--- src/rtl/rfsh_pkg.sv ---
// Shared types for the refresh and low-power sequencer.
// Assumes: pin encodings follow the usual SDRAM command truth table.
package rfsh_pkg;

    typedef enum logic [3:0] {
        S_IDLE,   // arbiter owns the bus
        S_REF,    // auto-refresh command cycle
        S_WRC,    // row-cycle spacing after refresh or self-refresh exit
        S_PRE,    // precharge-all command cycle
        S_WRP,    // precharge recovery
        S_SRE,    // self-refresh entry command cycle
        S_SR,     // inside self-refresh
        S_SRX,    // self-refresh exit, CKE back high
        S_PD,     // inside power-down
        S_PDX     // power-down exit cycle
    } seq_state_t;

    typedef struct packed {
        logic cke;
        logic cs_n;
        logic ras_n;
        logic cas_n;
        logic we_n;
        logic a10;
    } pin_cmd_t;

    localparam pin_cmd_t PINS_DESEL  = '{cke: 1'b1, cs_n: 1'b1, ras_n: 1'b1, cas_n: 1'b1, we_n: 1'b1, a10: 1'b0};
    localparam pin_cmd_t PINS_SLEEP  = '{cke: 1'b0, cs_n: 1'b1, ras_n: 1'b1, cas_n: 1'b1, we_n: 1'b1, a10: 1'b0};
    localparam pin_cmd_t PINS_AREF   = '{cke: 1'b1, cs_n: 1'b0, ras_n: 1'b0, cas_n: 1'b0, we_n: 1'b1, a10: 1'b0};
    localparam pin_cmd_t PINS_SREF   = '{cke: 1'b0, cs_n: 1'b0, ras_n: 1'b0, cas_n: 1'b0, we_n: 1'b1, a10: 1'b0};
    localparam pin_cmd_t PINS_PREALL = '{cke: 1'b1, cs_n: 1'b0, ras_n: 1'b0, cas_n: 1'b1, we_n: 1'b0, a10: 1'b1};

endpackage

--- src/rtl/rfsh_interval_ctr.sv ---
// Refresh interval counter with a saturating count of owed refreshes.
// A tick is produced every T_REFI cycles; each tick owes one refresh,
// each issued refresh pays one back. hold clears both the interval and
// the debt (the device refreshes itself); seed sets the debt to one.
// Assumes: T_REFI >= 2, MAX_PEND >= 1.
module rfsh_interval_ctr #(
    parameter int T_REFI   = 1560,
    parameter int MAX_PEND = 8
) (
    input  logic clk,
    input  logic rst_n,
    input  logic hold,
    input  logic seed,
    input  logic dec,
    output logic owed
);
    localparam int REFI_W = (T_REFI > 2) ? $clog2(T_REFI) : 1;
    localparam int PEND_W = $clog2(MAX_PEND + 1);

    logic [REFI_W-1:0] ivl_q;
    logic [PEND_W-1:0] pend_q;
    logic              tick;

    assign tick = (ivl_q == REFI_W'(T_REFI - 1));
    assign owed = (pend_q != '0);

    // Advance the interval counter, restarting it while held.
    always_ff @(posedge clk) begin
        if (!rst_n || hold || seed) ivl_q <= '0;
        else if (tick)              ivl_q <= '0;
        else                        ivl_q <= ivl_q + 1'b1;
    end

    // Track owed refreshes: add on tick, remove on issue, cap at MAX_PEND.
    always_ff @(posedge clk) begin
        if (!rst_n || hold) begin
            pend_q <= '0;
        end else if (seed) begin
            pend_q <= PEND_W'(1);
        end else begin
            unique case ({tick, dec})
                2'b10:   if (pend_q != PEND_W'(MAX_PEND)) pend_q <= pend_q + 1'b1;
                2'b01:   if (pend_q != '0)                pend_q <= pend_q - 1'b1;
                default: pend_q <= pend_q;
            endcase
        end
    end


    pend_cap_chk: assert property (@(posedge clk) disable iff (!rst_n)
        (pend_q == PEND_W'(MAX_PEND) && tick && !dec) |=> (pend_q == PEND_W'(MAX_PEND)));
endmodule

--- src/rtl/rfsh_gap_timer.sv ---
// Down-counter that enforces a minimum gap after a command.
// done is high when at most one cycle of the loaded gap remains, so a
// state that leaves on done starts its successor exactly on time.
// Assumes: loaded values are at least 1.
module rfsh_gap_timer #(
    parameter int W = 4
) (
    input  logic         clk,
    input  logic         rst_n,
    input  logic         load,
    input  logic [W-1:0] load_val,
    output logic         done
);
    logic [W-1:0] cnt_q;

    assign done = (cnt_q <= W'(1));

    // Load a new gap or count the current one down to zero.
    always_ff @(posedge clk) begin
        if (!rst_n)             cnt_q <= '0;
        else if (load)          cnt_q <= load_val;
        else if (cnt_q != '0)   cnt_q <= cnt_q - 1'b1;
    end
endmodule

--- src/rtl/rfsh_pin_decode.sv ---
// Maps the sequencer state onto the SDRAM command pins and CKE.
// Assumes: every non-command cycle deselects the device.
module rfsh_pin_decode
    import rfsh_pkg::*;
(
    input  seq_state_t st,
    output pin_cmd_t   pins
);
    // Select the pin pattern for the current state.
    always_comb begin
        unique case (st)
            S_REF:       pins = PINS_AREF;
            S_PRE:       pins = PINS_PREALL;
            S_SRE:       pins = PINS_SREF;
            S_SR, S_PD:  pins = PINS_SLEEP;
            default:     pins = PINS_DESEL;
        endcase
    end
endmodule

--- src/rtl/sdram_refresh_seq.sv ---
// Refresh and low-power sequencer for one SDRAM device.
// Requests the command bus from the arbiter, then issues auto-refresh
// bursts, precharge-all, self-refresh and power-down entry/exit while
// holding busy until the row-cycle or precharge spacing is met.
// Assumes: T_RC >= 2, T_RP >= 2; banks_open reflects the arbiter's view.
module sdram_refresh_seq
    import rfsh_pkg::*;
#(
    parameter int T_RC     = 8,
    parameter int T_RP     = 3,
    parameter int T_REFI   = 1560,
    parameter int MAX_PEND = 8
) (
    input  logic clk,
    input  logic rst_n,
    input  logic rfsh_ack,
    input  logic banks_open,
    input  logic pd_req,
    input  logic sr_req,
    output logic rfsh_req,
    output logic busy,
    output logic cke,
    output logic cs_n,
    output logic ras_n,
    output logic cas_n,
    output logic we_n,
    output logic a10,
    output logic pd_active,
    output logic sr_active
);
    localparam int T_MAX = (T_RC > T_RP) ? T_RC : T_RP;
    localparam int TMR_W = $clog2(T_MAX + 1);

    seq_state_t       st_q, st_d;
    logic             to_sr_q;
    logic             owed;
    logic             tmr_load, tmr_done;
    logic [TMR_W-1:0] tmr_val;
    pin_cmd_t         pins;

    rfsh_interval_ctr #(.T_REFI(T_REFI), .MAX_PEND(MAX_PEND)) u_ivl (
        .clk  (clk),
        .rst_n(rst_n),
        .hold (st_q == S_SRE || st_q == S_SR),
        .seed (st_q == S_SRX),
        .dec  (st_q == S_REF),
        .owed (owed)
    );

    rfsh_gap_timer #(.W(TMR_W)) u_gap (
        .clk     (clk),
        .rst_n   (rst_n),
        .load    (tmr_load),
        .load_val(tmr_val),
        .done    (tmr_done)
    );

    rfsh_pin_decode u_pins (
        .st  (st_q),
        .pins(pins)
    );

    assign rfsh_req  = (st_q == S_IDLE) && (owed || sr_req || pd_req);
    assign busy      = (st_q != S_IDLE);
    assign pd_active = (st_q == S_PD);
    assign sr_active = (st_q == S_SR);
    assign cke   = pins.cke;
    assign cs_n  = pins.cs_n;
    assign ras_n = pins.ras_n;
    assign cas_n = pins.cas_n;
    assign we_n  = pins.we_n;
    assign a10   = pins.a10;

    // Choose the next state and arm the gap timer on command cycles.
    always_comb begin
        st_d     = st_q;
        tmr_load = 1'b0;
        tmr_val  = TMR_W'(T_RC - 1);
        unique case (st_q)
            S_IDLE: if (rfsh_req && rfsh_ack) begin
                if (sr_req)          st_d = banks_open ? S_PRE : S_SRE;
                else if (owed)       st_d = S_REF;
                else                 st_d = banks_open ? S_PRE : S_PD;
            end
            S_REF: begin
                tmr_load = 1'b1;
                st_d     = S_WRC;
            end
            S_WRC: if (tmr_done)     st_d = owed ? S_REF : S_IDLE;
            S_PRE: begin
                tmr_load = 1'b1;
                tmr_val  = TMR_W'(T_RP - 1);
                st_d     = S_WRP;
            end
            S_WRP: if (tmr_done)     st_d = to_sr_q ? S_SRE : S_PD;
            S_SRE:                   st_d = S_SR;
            S_SR:  if (!sr_req)      st_d = S_SRX;
            S_SRX: begin
                tmr_load = 1'b1;
                st_d     = S_WRC;
            end
            S_PD:  if (!pd_req || owed) st_d = S_PDX;
            S_PDX:                   st_d = owed ? S_REF : S_IDLE;
            default:                 st_d = S_IDLE;
        endcase
    end

    // Register the sequencer state.
    always_ff @(posedge clk) begin
        if (!rst_n) st_q <= S_IDLE;
        else        st_q <= st_d;
    end

    // Remember which low-power state follows a precharge-all.
    always_ff @(posedge clk) begin
        if (!rst_n)               to_sr_q <= 1'b0;
        else if (st_q == S_IDLE)  to_sr_q <= sr_req;
    end

    // ---------------- checks next to the logic they guard ----------------
    logic             ref_cmd;
    logic             ref_seen_q;
    logic [TMR_W-1:0] since_ref_q;

    assign ref_cmd = cke && !cs_n && !ras_n && !cas_n && we_n;

    // Measure cycles since the last auto-refresh on the pins, saturating.
    always_ff @(posedge clk) begin
        if (!rst_n) begin
            ref_seen_q  <= 1'b0;
            since_ref_q <= '0;
        end else if (ref_cmd) begin
            ref_seen_q  <= 1'b1;
            since_ref_q <= TMR_W'(1);
        end else if (since_ref_q < TMR_W'(T_RC)) begin
            since_ref_q <= since_ref_q + 1'b1;
        end
    end


    ref_spacing_chk: assert property (@(posedge clk) disable iff (!rst_n)
        (ref_cmd && ref_seen_q) |-> (since_ref_q >= TMR_W'(T_RC)));


    busy_release_chk: assert property (@(posedge clk) disable iff (!rst_n)
        (!busy && ref_seen_q) |-> (since_ref_q >= TMR_W'(T_RC)));


    prech_first_chk: assert property (@(posedge clk) disable iff (!rst_n)
        (rfsh_req && rfsh_ack && sr_req && banks_open && !busy)
        |=> (!cs_n && !ras_n && cas_n && !we_n && a10));


    sr_exit_chk: assert property (@(posedge clk) disable iff (!rst_n)
        ($past(sr_active) && !sr_active) |-> (cke && cs_n));


    pd_forced_exit_chk: assert property (@(posedge clk) disable iff (!rst_n)
        (pd_active && owed) |=> (!pd_active && cke));
endmodule

--- config.mk ---
export PLATFORM = sky130hd
export DESIGN_NAME = sdram_refresh_seq
export DESIGN_NICKNAME = d
export VERILOG_FILES = /design/src/rtl/rfsh_pkg.sv /design/src/rtl/rfsh_interval_ctr.sv /design/src/rtl/rfsh_gap_timer.sv /design/src/rtl/rfsh_pin_decode.sv /design/src/rtl/sdram_refresh_seq.sv
export SDC_FILE = /design/constraint.sdc
export NUM_CORES = 1
export LEC_CHECK = 0
export ABC_AREA = 1
export BUFFER_PORTS_ARGS = -buffer_cell sky130_fd_sc_hd__buf_2
export CAP_MARGIN = 0
export CORE_MARGIN = 2
export CORE_UTILIZATION = 52
export CTS_CLUSTER_DIAMETER = 100
export DETAILED_ROUTE_END_ITERATION = 7
export PLACE_DENSITY = 0.71
export REMOVE_ABC_BUFFERS = 1
export SLEW_MARGIN = 10
export SYNTH_ARGS = -nofsm -noshare
export SYNTH_HDL_FRONTEND = slang
export SYNTH_SLANG_ARGS = --single-unit
--- constraint.sdc ---
create_clock -name clk -period 2.3 [get_ports clk]
set_clock_uncertainty 0.15 [all_clocks]
set_input_delay 0.46 -clock clk [delete_from_list [all_inputs] [get_ports clk]]
set_output_delay 0.46 -clock clk [all_outputs]
set_load 0.05 [all_outputs]
-- After elaboration in Yosys (flattened, before gate mapping)
Cells that the tools add are included.
- add/sub/neg operators: 4
- order comparisons: 1
- equality and inequality tests: 22
- muxes and demuxes: 21
- reduce and logical (&&, ||, !) cells: 25
- operator list (operator ; count):
    4-bit two-way mux ; 13
    4-bit case mux with 9 select lines ; 1
    6-bit case mux with 4 select lines ; 1
    4-bit by 3-bit == test with 1-bit output, second input constant ; 4
    4-bit nonzero test ; 3
    11-bit by 1-bit adder with 11-bit output, second input constant ; 1
    11-bit == test, second input constant ; 1
    2-bit != test, second input constant ; 5
    4-bit by 2-bit == test with 1-bit output, second input constant ; 2
    4-bit == test, second input constant ; 2
    4-bit case mux with 2 select lines ; 1
    2-bit OR reduction ; 4
    4-bit by 1-bit subtractor with 4-bit output, second input constant ; 2
    1-bit logical OR ; 6
    3-bit two-way mux ; 2
    3-bit AND reduction ; 2
    5-bit AND reduction ; 1
    4-bit by 1-bit adder with 4-bit output, second input constant ; 1
    4-bit by 1-bit == test with 1-bit output, second input constant ; 1
    4-bit by 1-bit <= comparator with 1-bit output, second input constant ; 1
    4-bit zero test ; 1
    2-bit by 1-bit != test with 1-bit output, second input constant ; 2
    4-bit != test, second input constant ; 1
    2-bit nonzero test ; 2
    9 further kinds ; 13
- flip-flop bits (word level): 24

-- Longest topological paths before layout
Gate-level depths: netlist of run 1.
- depth after elaboration: 7
- depth in mapped cells: 12
- depth with buffers taken out: 12

-- Modules after synthesis
Synthesis of run 1 repeated with hierarchy kept, for this count alone.
- cell total of the unflattened synthesis: 267
- area total of the unflattened synthesis: 1700.4 sq um
- modules (own cells, without submodules) (module ; times used ; cells each ; area each (sq um)):
    rfsh_interval_ctr ; 1 ; 124 ; 853.3
    sdram_refresh_seq ; 1 ; 85 ; 486.7
    rfsh_gap_timer ; 1 ; 41 ; 281.5
    rfsh_pin_decode ; 1 ; 17 ; 78.8

-- Worst setup path after synthesis of run 1
Ideal clock, no wire load.
- path kind: flip-flop to output port
- from: register st_q[1]
- to: output port rfsh_req
- arrival time: 1902 ps
- required time: 1690 ps
- path slack: -212 ps
- stages on the path, launching flop included: 4
- cell sequence: dfxtp_1 nor2_2 nand2_1 a31oi_1
- cells in the longest elaborated chain, start to end: 2
- ends and longest elaborated chain (what ; RTL line ; source):
    from (decl) ; sdram_refresh_seq.sv:34 ; seq_state_t st_q, st_d;
    from (signal assigned) ; sdram_refresh_seq.sv:111 ; else st_q <= st_d;
    4-bit zero test ; sdram_refresh_seq.sv:63 ; assign rfsh_req = (st_q == S_IDLE) && (owed || sr_req || pd_req);
    1-bit logical AND ; sdram_refresh_seq.sv:63 ;
    to (decl) ; sdram_refresh_seq.sv:20 ; output logic rfsh_req,
Every way passes these cells.

-- Worst setup path in the final report of run 1
- from: register u_ivl.ivl_q[0]
- to: register u_ivl.pend_q[3]
- cells in the longest elaborated chain, start to end: 4
- ends and longest elaborated chain (what ; RTL line ; source):
    from (decl) ; rfsh_interval_ctr.sv:20 ; logic [REFI_W-1:0] ivl_q;
    from (signal assigned) ; rfsh_interval_ctr.sv:31 ; else ivl_q <= ivl_q + 1'b1;
    11-bit == test * ; rfsh_interval_ctr.sv:24 ; assign tick = (ivl_q == REFI_W'(T_REFI - 1));
    2-bit == test or 2-bit by 1-bit == test with 1-bit output (tied branches) ; rfsh_interval_ctr.sv:41 ; unique case ({tick, dec})
    2-bit by 1-bit != test with 1-bit output (no line), or another cell as far along ; -- ;
    3-bit AND reduction (no line) ; -- ;
    to (signal assigned) ; rfsh_interval_ctr.sv:42 ; 2'b10: if (pend_q != PEND_W'(MAX_PEND)) pend_q <= pend_q + 1'b1;
    to (signal assigned) ; rfsh_interval_ctr.sv:43 ; 2'b01: if (pend_q != '0) pend_q <= pend_q - 1'b1;
    to (signal assigned) ; rfsh_interval_ctr.sv:44 ; default: pend_q <= pend_q;
    to (decl) ; rfsh_interval_ctr.sv:21 ; logic [PEND_W-1:0] pend_q;
Every way passes the cells marked *; elsewhere a longest branch is shown, timed or not.
A chain may end at the register's enable or synchronous reset.

==> impl_metrics.ini, run 1 <==
[worst_hold_path]
min-delay-start = sr_req
timing.hold.worst.class = in -> reg
whs_path_depth = 3
hold_end = to_sr_q

[global_routing]
grt_usage_pct = 20.4
grt_pass1_wl_mm = 5.54
grt_max_degree = 13
gr_ovfl_total = 0
number_of_antenna_violations_at_the_first_check_in_global_routing = 0
via_count_of_the_first_global_routing_pass = 1366

[worst_setup_path]
req_time_crit_path_ns = 2.36
critical_path.reg2reg.startpoint = u_ivl.ivl_q[0]
critical_path.cell_chain = ha_1 -> nand2_1 -> nor3_2 -> nand3_2 -> ha_4 -> ha_1 -> nand2_1 -> nor2_1 -> o21a_1 -> o21ai_0 -> a21oi_1
crit_path_start_kind = flop
crit_path_max_fanout = 4
path_buf_inv = 0
worst_ep_arrival_ns = 2.23
cp-end-kind = flop
cpPeakStageDelay_ns = 0.35
critPathKind = reg -> reg
r2r_slack_ns = 0.13
reg2reg_to = u_ivl.pend_q[3]
r2r_cells = 11
timing.critical_path.slowest_stage_cell = dfxtp_1
critical-path-top-delay-family = adder cells

[routing]
firstDrtPassIters = 4
drt_iter0_markers = 93
wl_met3_um = 107
overall_via_count_from_detail_route = 1482
finalWirelength_mm = 3.24
top_signal_layer_used = met4
drt-met1-wl_mm = 1.57
ant_nets = 0
drcViolationCount = 0
route.detailed.vias_per_inst = 5.08
routedWlPerCell_um = 11.1
detailroute.wirelength.met2_mm = 1.53

[clock_tree]
cts_buffer_depth = 2
cts_tree = built
tritoncts_buffers = 3
cts-htree-levels = 1
cts_root_buffer = clkbuf_4
postCtsHoldBufs = 0
clock_insertion_delay_worst_skew_ns = 0.31
tritoncts_num_sinks = 24
path_clk_slew_ns = 0.12

[yosys]
mean_instance_size_in_the_synthesized_netlist_um2 = 6.80
synth_edf_count = 0
synth-compound-area-share_pct = 8.69
synth.top_cell.area_share_pct = 30.1
syn-instance-count = 235
yosysMostFrequentCell = nand2_1
yosys.area_share.adder_pct = 6.73
synthTopCellsByCount = nand2_1 (55), inv_1 (30), nor2_1 (30)
ys_seq_elements = 24
synthXorXnorAreaFrac_pct = 3.84
yosys-top-cells-area = dfxtp_1 (30%), nand2_1 (13%), inv_1 (7.0%), nor2_1 (7.0%), ha_1 (5.5%)
netlist-cell-type-count = 29
synth_seq_area_share_pct = 30.1
synth_top_area_cell = dfxtp_1
yosys_warnings = 0
mappedNetlistArea_mm2 = 0.00160
main_combinational_cell_family_by_area_after_synthesis = simple AND/OR/NAND/NOR gates
synth_simple_gate_area_share_pct = 41.7
synth_mux_area_share_pct = 0
synthFlopType = dfxtp_1
async_reset_ff_share_pct = 0

[placed_design]
pre_cts_ws_ns = 0.0324
placedInstanceArea_mm2 = 0.00175
dp_hpwl_mm = 2.54
place_congestion = 0.820
numPortBuffers = 15

[cells_and_area]
nets = 275
n_antenna_cell = 0
layout_cell_area_excl_fill_mm2 = 0.00182
area_growth_syn_to_layout_pct = 14.1
layout_cells_sized_above_1_pct = 23.9
final_core_util_pct = 61.2

[floorplan]
die-width_um = 59.4
io_pins = 16
die_h_um = 59.4
initial_standard_cell_utilization_of_the_core_pct = 53.7
design.core.area_mm2 = 0.00298
rows = 20
die-area_mm2 = 0.00353

[timing]
worst-slew-pin-transition_ns = 0.370
timing_hold_violations_final = 0
finalCritPeriodShare_pct = 94.5
max-slew-margin-rel_pct = 75.1
report.final.setup_viol = 0
fmax_mhz = 460
tns_ns = 0
finalCriticalPeriod_ns = 2.17
report.final.slew_viol_count = 0
setup_ws_ns = 0.126

[run]
max-cap-violations = 0

[pwr]
p_per_area_mw_per_mm2 = 1030
power.ir.vdd_worst_v = 0.000573
total_leakage_power_nw = 0.787
post-layout-total-power_mw = 1.88

[status]
status = completed
worst max path at each step:
stage                        start         endpoint  slack (ns)  cells past startpoint
floorplan                  st_q[3]             cs_n       -0.36                      4
global placement    u_ivl.ivl_q[1]  u_ivl.pend_q[3]        0.09                     11
detailed placement  u_ivl.ivl_q[1]  u_ivl.pend_q[3]        0.03                     11
CTS                 u_ivl.ivl_q[1]  u_ivl.pend_q[3]        0.02                     11
global route        u_ivl.ivl_q[1]  u_ivl.pend_q[3]       -0.05                     11
finish              u_ivl.ivl_q[0]  u_ivl.pend_q[3]        0.13                     11
worst register-to-register path, delay by kind of cell, from the launching register on:
kind                       cells  cell delay [ns]
adders and majority gates      3             0.63
AOI/OAI and AO/OA              3             0.49
and+or+nand+nor                5             0.46
DFF                            1             0.35
metrics by stage:
step,cells,hold slack [ns]
after floorplan,233,0.290
after global placement,289,0.323
after detailed placement,289,0.336
after CTS,292,0.256
after global routing,292,0.259
final,292,0.269
cells by family (layout without fill, tap and decap cells):
group | count (synthesis) | in the layout
simple gates | 138 | 138
buf+inv | 34 | 58
compound gates | 24 | 24
flops | 24 | 24
fa+ha+maj | 8 | 8
xor+xnor | 7 | 7
state kept, by name, indices dropped and copies added (netlist names):
name          cells
u_ivl.ivl_q      11
st_q              4
u_gap.cnt_q       4
u_ivl.pend_q      4
to_sr_q           1
placed cells by master (no fill, tap or decap), drive strengths merged:
| cell type | synthesis | routed |
|---|---|---|
| clkbuf | 0 | 4 |
| o21ai | 7 | 7 |
| nand4 | 3 | 3 |
| buf | 2 | 22 |
| xnor2 | 4 | 4 |
| nand3b | 2 | 2 |
| fa | 1 | 1 |
| ha | 7 | 7 |
| a211oi | 1 | 1 |
| nor2 | 44 | 44 |
| xor2 | 3 | 3 |
| nand2 | 60 | 60 |
| a31oi | 2 | 2 |
| inv | 32 | 32 |
| a21oi | 13 | 13 |
| nand3 | 17 | 17 |
| nor3 | 10 | 10 |
| o21a | 1 | 1 |
| or2 | 1 | 1 |
| nor3b | 1 | 1 |
| dfxtp | 24 | 24 |
repair_timing:
| action | in CTS | in global routing |
|---|---|---|
| setup endpoints to repair | 0 | 4 |
| setup buffers | 0 | 0 |
| gates resized for setup | 0 | 10 |
where the power goes:
| part | switching [mW] | internal, mW |
|---|---|---|
| Clock | 0.116 | 0.0612 |
| Sequential | 0.0658 | 0.503 |
| Combinational | 0.766 | 0.369 |
layer usage:
metal | up-vias | track usage, %
met5 | - | 0
met2 | 24 | 32.5
met3 | 5 | 2.84
li1 | 795 | -
met4 | 0 | 6.82
met1 | 658 | 28.2
area by class of cell:
type                            count  area [um2]
Clock buffer                        3        22.5
Fill cell                         290        1150
Inverter                           32         120
Multi-Input combinational cell    177        1020
Sequential cell                    24         482
Tap cell                           33        41.3
Timing Repair Buffer               23         138
(Power assumes the default switching activity.)
==> run 2, diff against run 1 <==
--- a/config.mk
+++ b/config.mk
@@ -8,12 +8,13 @@
 export ABC_AREA = 1
 export BUFFER_PORTS_ARGS = -buffer_cell sky130_fd_sc_hd__buf_2
 export CAP_MARGIN = 0
-export CORE_MARGIN = 2
+export CORE_MARGIN = 5
 export CORE_UTILIZATION = 52
 export CTS_CLUSTER_DIAMETER = 100
 export DETAILED_ROUTE_END_ITERATION = 7
 export PLACE_DENSITY = 0.71
 export REMOVE_ABC_BUFFERS = 1
+export SKIP_CTS_REPAIR_TIMING = 1
 export SLEW_MARGIN = 10
 export SYNTH_ARGS = -nofsm -noshare
 export SYNTH_HDL_FRONTEND = slang
==> run 2 against run 1 <==
Net effect: routed wire length rose by 2.7%; critical path depth did not move; clock power barely moved; highest routed layer unchanged.
==> impl_metrics.ini, run 2 (synthesized netlist as in run 1, its figures left out) <==
[global_routing]
grt_usage_pct = 17.2
via_count_of_the_first_global_routing_pass = 1444
number_of_antenna_violations_at_the_first_check_in_global_routing = 0
grt_pass1_wl_mm = 5.93
grt_max_degree = 13
gr_ovfl_total = 0

[cells_and_area]
layout.cells.most_common_list = nand2_1 (54), inv_1 (30), nor2_1 (29)
nets = 274
n_antenna_cell = 0
area_growth_syn_to_layout_pct = 12.8
largest-register = u_ivl.ivl_q
largest_register_ff_count = 11
layout.cells.most_common = nand2_1
layout_cell_area_excl_fill_mm2 = 0.00180
layout_cells_sized_above_1_pct = 23.6
final_core_util_pct = 60.0

[timing]
report.final.setup_viol = 0
worst-slew-pin-transition_ns = 0.335
timing_hold_violations_final = 0
max-slew-margin-rel_pct = 77.6
fmax_mhz = 458
setup_ws_ns = 0.118
report.final.slew_viol_count = 0
finalCritPeriodShare_pct = 94.9
finalCriticalPeriod_ns = 2.18

[pwr]
share_comb_of_total_power_pct = 60.0
clkPwrFrac_pct = 9.6
netSwitchingPower_mw = 0.950
total_leakage_power_nw = 0.779
post-layout-total-power_mw = 1.88
p_per_area_mw_per_mm2 = 1040
fraction_of_power_spent_switching_nets_pct = 50.7
internal_power_mw = 0.925
seq_power_share_pct = 30.3
power.ir.vdd_worst_v = 0.000636

[clock_tree]
cts_buffer_depth = 2
tritoncts_buffers = 3
path_clk_slew_ns = 0.13
cts_tree = built
clock_insertion_delay_worst_skew_ns = 0.31
cts_root_buffer = clkbuf_4
tritoncts_num_sinks = 24
cts-htree-levels = 1

[routing]
overall_via_count_from_detail_route = 1509
finalWirelength_mm = 3.33
route.detailed.vias_per_inst = 5.19
drt_iter0_markers = 88
firstDrtPassIters = 4
routedWlPerCell_um = 11.4
ant_nets = 0
drcViolationCount = 0

[worst_setup_path]
critPathKind = reg -> reg
crit_path_start_kind = flop
worst_ep_arrival_ns = 2.24
req_time_crit_path_ns = 2.36
crit_path_max_fanout = 4
cp-end-kind = flop

[floorplan]
die-area_mm2 = 0.00428
io_pins = 16
rows = 20
design.core.area_mm2 = 0.00300
initial_standard_cell_utilization_of_the_core_pct = 53.2
die-width_um = 65.4
die_h_um = 65.4

[placed_design]
placedInstanceArea_mm2 = 0.00174
numPortBuffers = 15
dp_hpwl_mm = 2.55
pre_cts_ws_ns = 0.0245
place_congestion = 0.847

[worst_hold_path]
timing.hold.worst.class = in -> reg

[run]
max-cap-violations = 0

[status]
status = completed
-- run 2: worst paths after layout --
path,startpoint,endpoint,slack [ns],depth (start not counted)
setup / recovery,u_ivl.ivl_q[1],u_ivl.pend_q[3],0.12,11
hold / removal,sr_req,to_sr_q,0.27,3
setup reg to reg,u_ivl.ivl_q[1],u_ivl.pend_q[3],0.12,11
hold reg to reg,u_ivl.ivl_q[10],u_ivl.ivl_q[10],0.35,2
-- run 2: worst max-delay path: stages (launching register included) --
cell,delay (ns)
dfxtp_2,0.36
ha_1,0.17
nand2_1,0.10
nor3_2,0.19
nand3_1,0.12
ha_2,0.23
ha_1,0.27
nand2_1,0.07
nor2_1,0.05
o21a_1,0.16
o21ai_0,0.15
a21oi_1,0.07
-- run 2: area by class of cell --
type,count,area (um2)
fill,295,1200
multi-input combinational,177,1000
sequential,24,483
timing repair buffer,22,130
inverter,32,120
tap,33,41.3
clock buffer,3,22.5
-- run 2: layer usage --
metal / up-vias / GRT usage (%) / routed length (um)
li1: 789 / - / -
met1: 694 / 21.4 / 1550
met2: 24 / 31.1 / 1640
met3: 2 / 1.71 / 113
met4: 0 / 5.44 / 21
met5: - / 0 / 0
-- run 2: through the flow --
| step | instances | hold slack, ns | setup TNS, ns |
|---|---|---|---|
| detailed placement | 288 | 0.325 | 0 |
| CTS | 291 | 0.261 | -0.0348 |
| global route | 291 | 0.267 | -0.0780 |
| floorplan | 233 | 0.290 | -0.992 |
| finish | 291 | 0.268 | 0 |
| global placement | 288 | 0.321 | 0 |
-- run 2: power by group through the flow --
| stage | registers, mW | logic, mW | clock network (mW) |
|---|---|---|---|
| after floorplan | 0.577 | 0.847 | 0 |
| after global placement | 0.571 | 1.09 | 0 |
| after detailed placement | 0.574 | 1.09 | 0 |
| after CTS | 0.564 | 1.10 | 0.189 |
| after global routing | 0.583 | 1.26 | 0.212 |
| final | 0.569 | 1.13 | 0.180 |
==> run 3, diff against run 2 <==
--- a/config.mk
+++ b/config.mk
@@ -8,11 +8,11 @@
 export ABC_AREA = 1
 export BUFFER_PORTS_ARGS = -buffer_cell sky130_fd_sc_hd__buf_2
 export CAP_MARGIN = 0
-export CORE_MARGIN = 5
+export CORE_MARGIN = 2
 export CORE_UTILIZATION = 52
 export CTS_CLUSTER_DIAMETER = 100
 export DETAILED_ROUTE_END_ITERATION = 7
-export PLACE_DENSITY = 0.71
+export PLACE_DENSITY = 0.75
 export REMOVE_ABC_BUFFERS = 1
 export SKIP_CTS_REPAIR_TIMING = 1
 export SLEW_MARGIN = 10
==> run 3 against run 2 <==
Net effect: cell count up 0.34%; final area decreased by 0.14%; non-clock buffer count increased by 1; setup slack lost 0.011 ns; total power fell by 0.56%; global-route usage rose by 1.6 points; sequential share of layout area about the same; routed wire length decreased by 8.4%; largest power group unchanged.
==> impl_metrics.ini, run 3 (synthesized netlist as in run 1, its figures left out) <==
[timing]
grt_setup_unrepaired = no
report.final.slew_viol_count = 0
tns_ns = 0
timing_hold_violations_final = 0
finalCritPeriodShare_pct = 95.3
finalCriticalPeriod_ns = 2.19
report.final.setup_viol = 0
fmax_mhz = 456
max-slew-margin-rel_pct = 79.6
worst-slew-pin-transition_ns = 0.303
finalHoldWorstSlack_ns = 0.265

[run]
max-cap-violations = 0

[routing]
drt_iter0_markers = 105
finalWirelength_mm = 3.05
overall_via_count_from_detail_route = 1480
drcViolationCount = 0
ant_nets = 0
firstDrtPassIters = 7
route.detailed.vias_per_inst = 5.07
routedWlPerCell_um = 10.4

[clock_tree]
cts_tree = built
cts_buffer_depth = 2
clock_insertion_delay_worst_skew_ns = 0.31
tritoncts_num_sinks = 24
cts-htree-levels = 1
cts_root_buffer = clkbuf_4
tritoncts_buffers = 3
path_clk_slew_ns = 0.12

[worst_setup_path]
timing.critical_path.slowest_stage_cell = dfxtp_1
cpPeakStageDelay_ns = 0.33
critPathKind = reg -> out
req_time_crit_path_ns = 1.69
crit_path_max_fanout = 7
worst_ep_arrival_ns = 1.58
critical_path.cell_chain = buf_4 -> nor2_2 -> nand2_2 -> a31oi_1 -> clkbuf_4
cp-end-kind = output pin
path_buf_inv = 2
critical-path-top-delay-family = buffers and inverters
crit_path_start_kind = flop

[cells_and_area]
register_area_um2 = 483
area_growth_syn_to_layout_pct = 12.6
nets = 275
n_antenna_cell = 0
multi_input_combinational_cell_area_um2 = 995
largest_register_ff_count = 11
finish.cell_count_without_fillers = 292
largest-register = u_ivl.ivl_q
layout.cells.most_common = nand2_1
layout_cells_sized_above_1_pct = 23.6
layout.cells.most_common_list = nand2_1 (54), inv_1 (30), nor2_1 (29)
n_fill_cell = 294
layout_cell_area_excl_fill_mm2 = 0.00180

[floorplan]
rows = 20
io_pins = 16
die-width_um = 59.4
die-area_mm2 = 0.00353
initial_standard_cell_utilization_of_the_core_pct = 53.7
design.core.area_mm2 = 0.00298
die_h_um = 59.4

[pwr]
total_leakage_power_nw = 0.783
post-layout-total-power_mw = 1.86
p_per_area_mw_per_mm2 = 1040
power.ir.vdd_worst_v = 0.000496

[placed_design]
placedInstanceArea_mm2 = 0.00175
numPortBuffers = 15
place.detailed.instances = 289
place_congestion = 0.804
dp_hpwl_mm = 2.46

[global_routing]
via_count_of_the_first_global_routing_pass = 1286
gr_ovfl_total = 0
grt_usage_pct = 18.9
grt_max_degree = 13
number_of_antenna_violations_at_the_first_check_in_global_routing = 0
grt_pass1_wl_mm = 5.16

[status]
status = completed

[worst_hold_path]
timing.hold.worst.class = in -> reg
run 3: changes by cell type in the layout (fill, tap and decap cells not counted), sizes merged:
cell	change
buf	+1
run 3: layer usage:
layer | part of all wire, % | global-route usage (%) | routed length (um) | up-vias
li1 | - | - | - | 793
met1 | 50 | 24.7 | 1520 | 661
met2 | 46 | 31.9 | 1400 | 20
met3 | 2.2 | 1.31 | 67 | 6
met4 | 2.0 | 7.79 | 61 | 0
met5 | 0 | 0 | 0 | -
run 3: worst register-to-register path, delay by kind of cell (launching register included):
kind,cells,cell delay [ns]
fa+ha+maj,2,0.31
simple gates,6,0.68
flops,1,0.36
compound gates,2,0.32
buf+inv,2,0.22
run 3: through the flow:
step                      util, %  setup WS, ns
after detailed placement     58.8        0.0327
after floorplan                 -        -0.360
after global routing         60.4       0.00561
final                        60.4         0.107
after CTS                    59.6       0.00885
after global placement       58.8        0.0856
run 3: path summary, 6_finish.rpt:
path | from | end | slack [ns] | cells after the start
setup / recovery | st_q[0] | rfsh_req | 0.11 | 5
hold / removal | sr_req | to_sr_q | 0.26 | 3
setup reg to reg | u_ivl.ivl_q[1] | u_ivl.pend_q[1] | 0.15 | 12
hold reg to reg | u_ivl.ivl_q[10] | u_ivl.ivl_q[10] | 0.34 | 2
run 3: cell type report:
type	instances	share of cell area, %
multi-input cells	177	55.3
flip-flops and latches	24	26.8
repair buffers	23	7.65
inverters	32	6.68
well taps	33	2.29
clock buffers	3	1.25
run 3: power by group:
part	leakage [nW]	switching (mW)	total [mW]	internal [mW]
clock network	0.0138	0.116	0.178	0.0612
logic	0.573	0.754	1.12	0.364
registers	0.197	0.0647	0.569	0.504
total	0.783	0.936	1.86	0.929
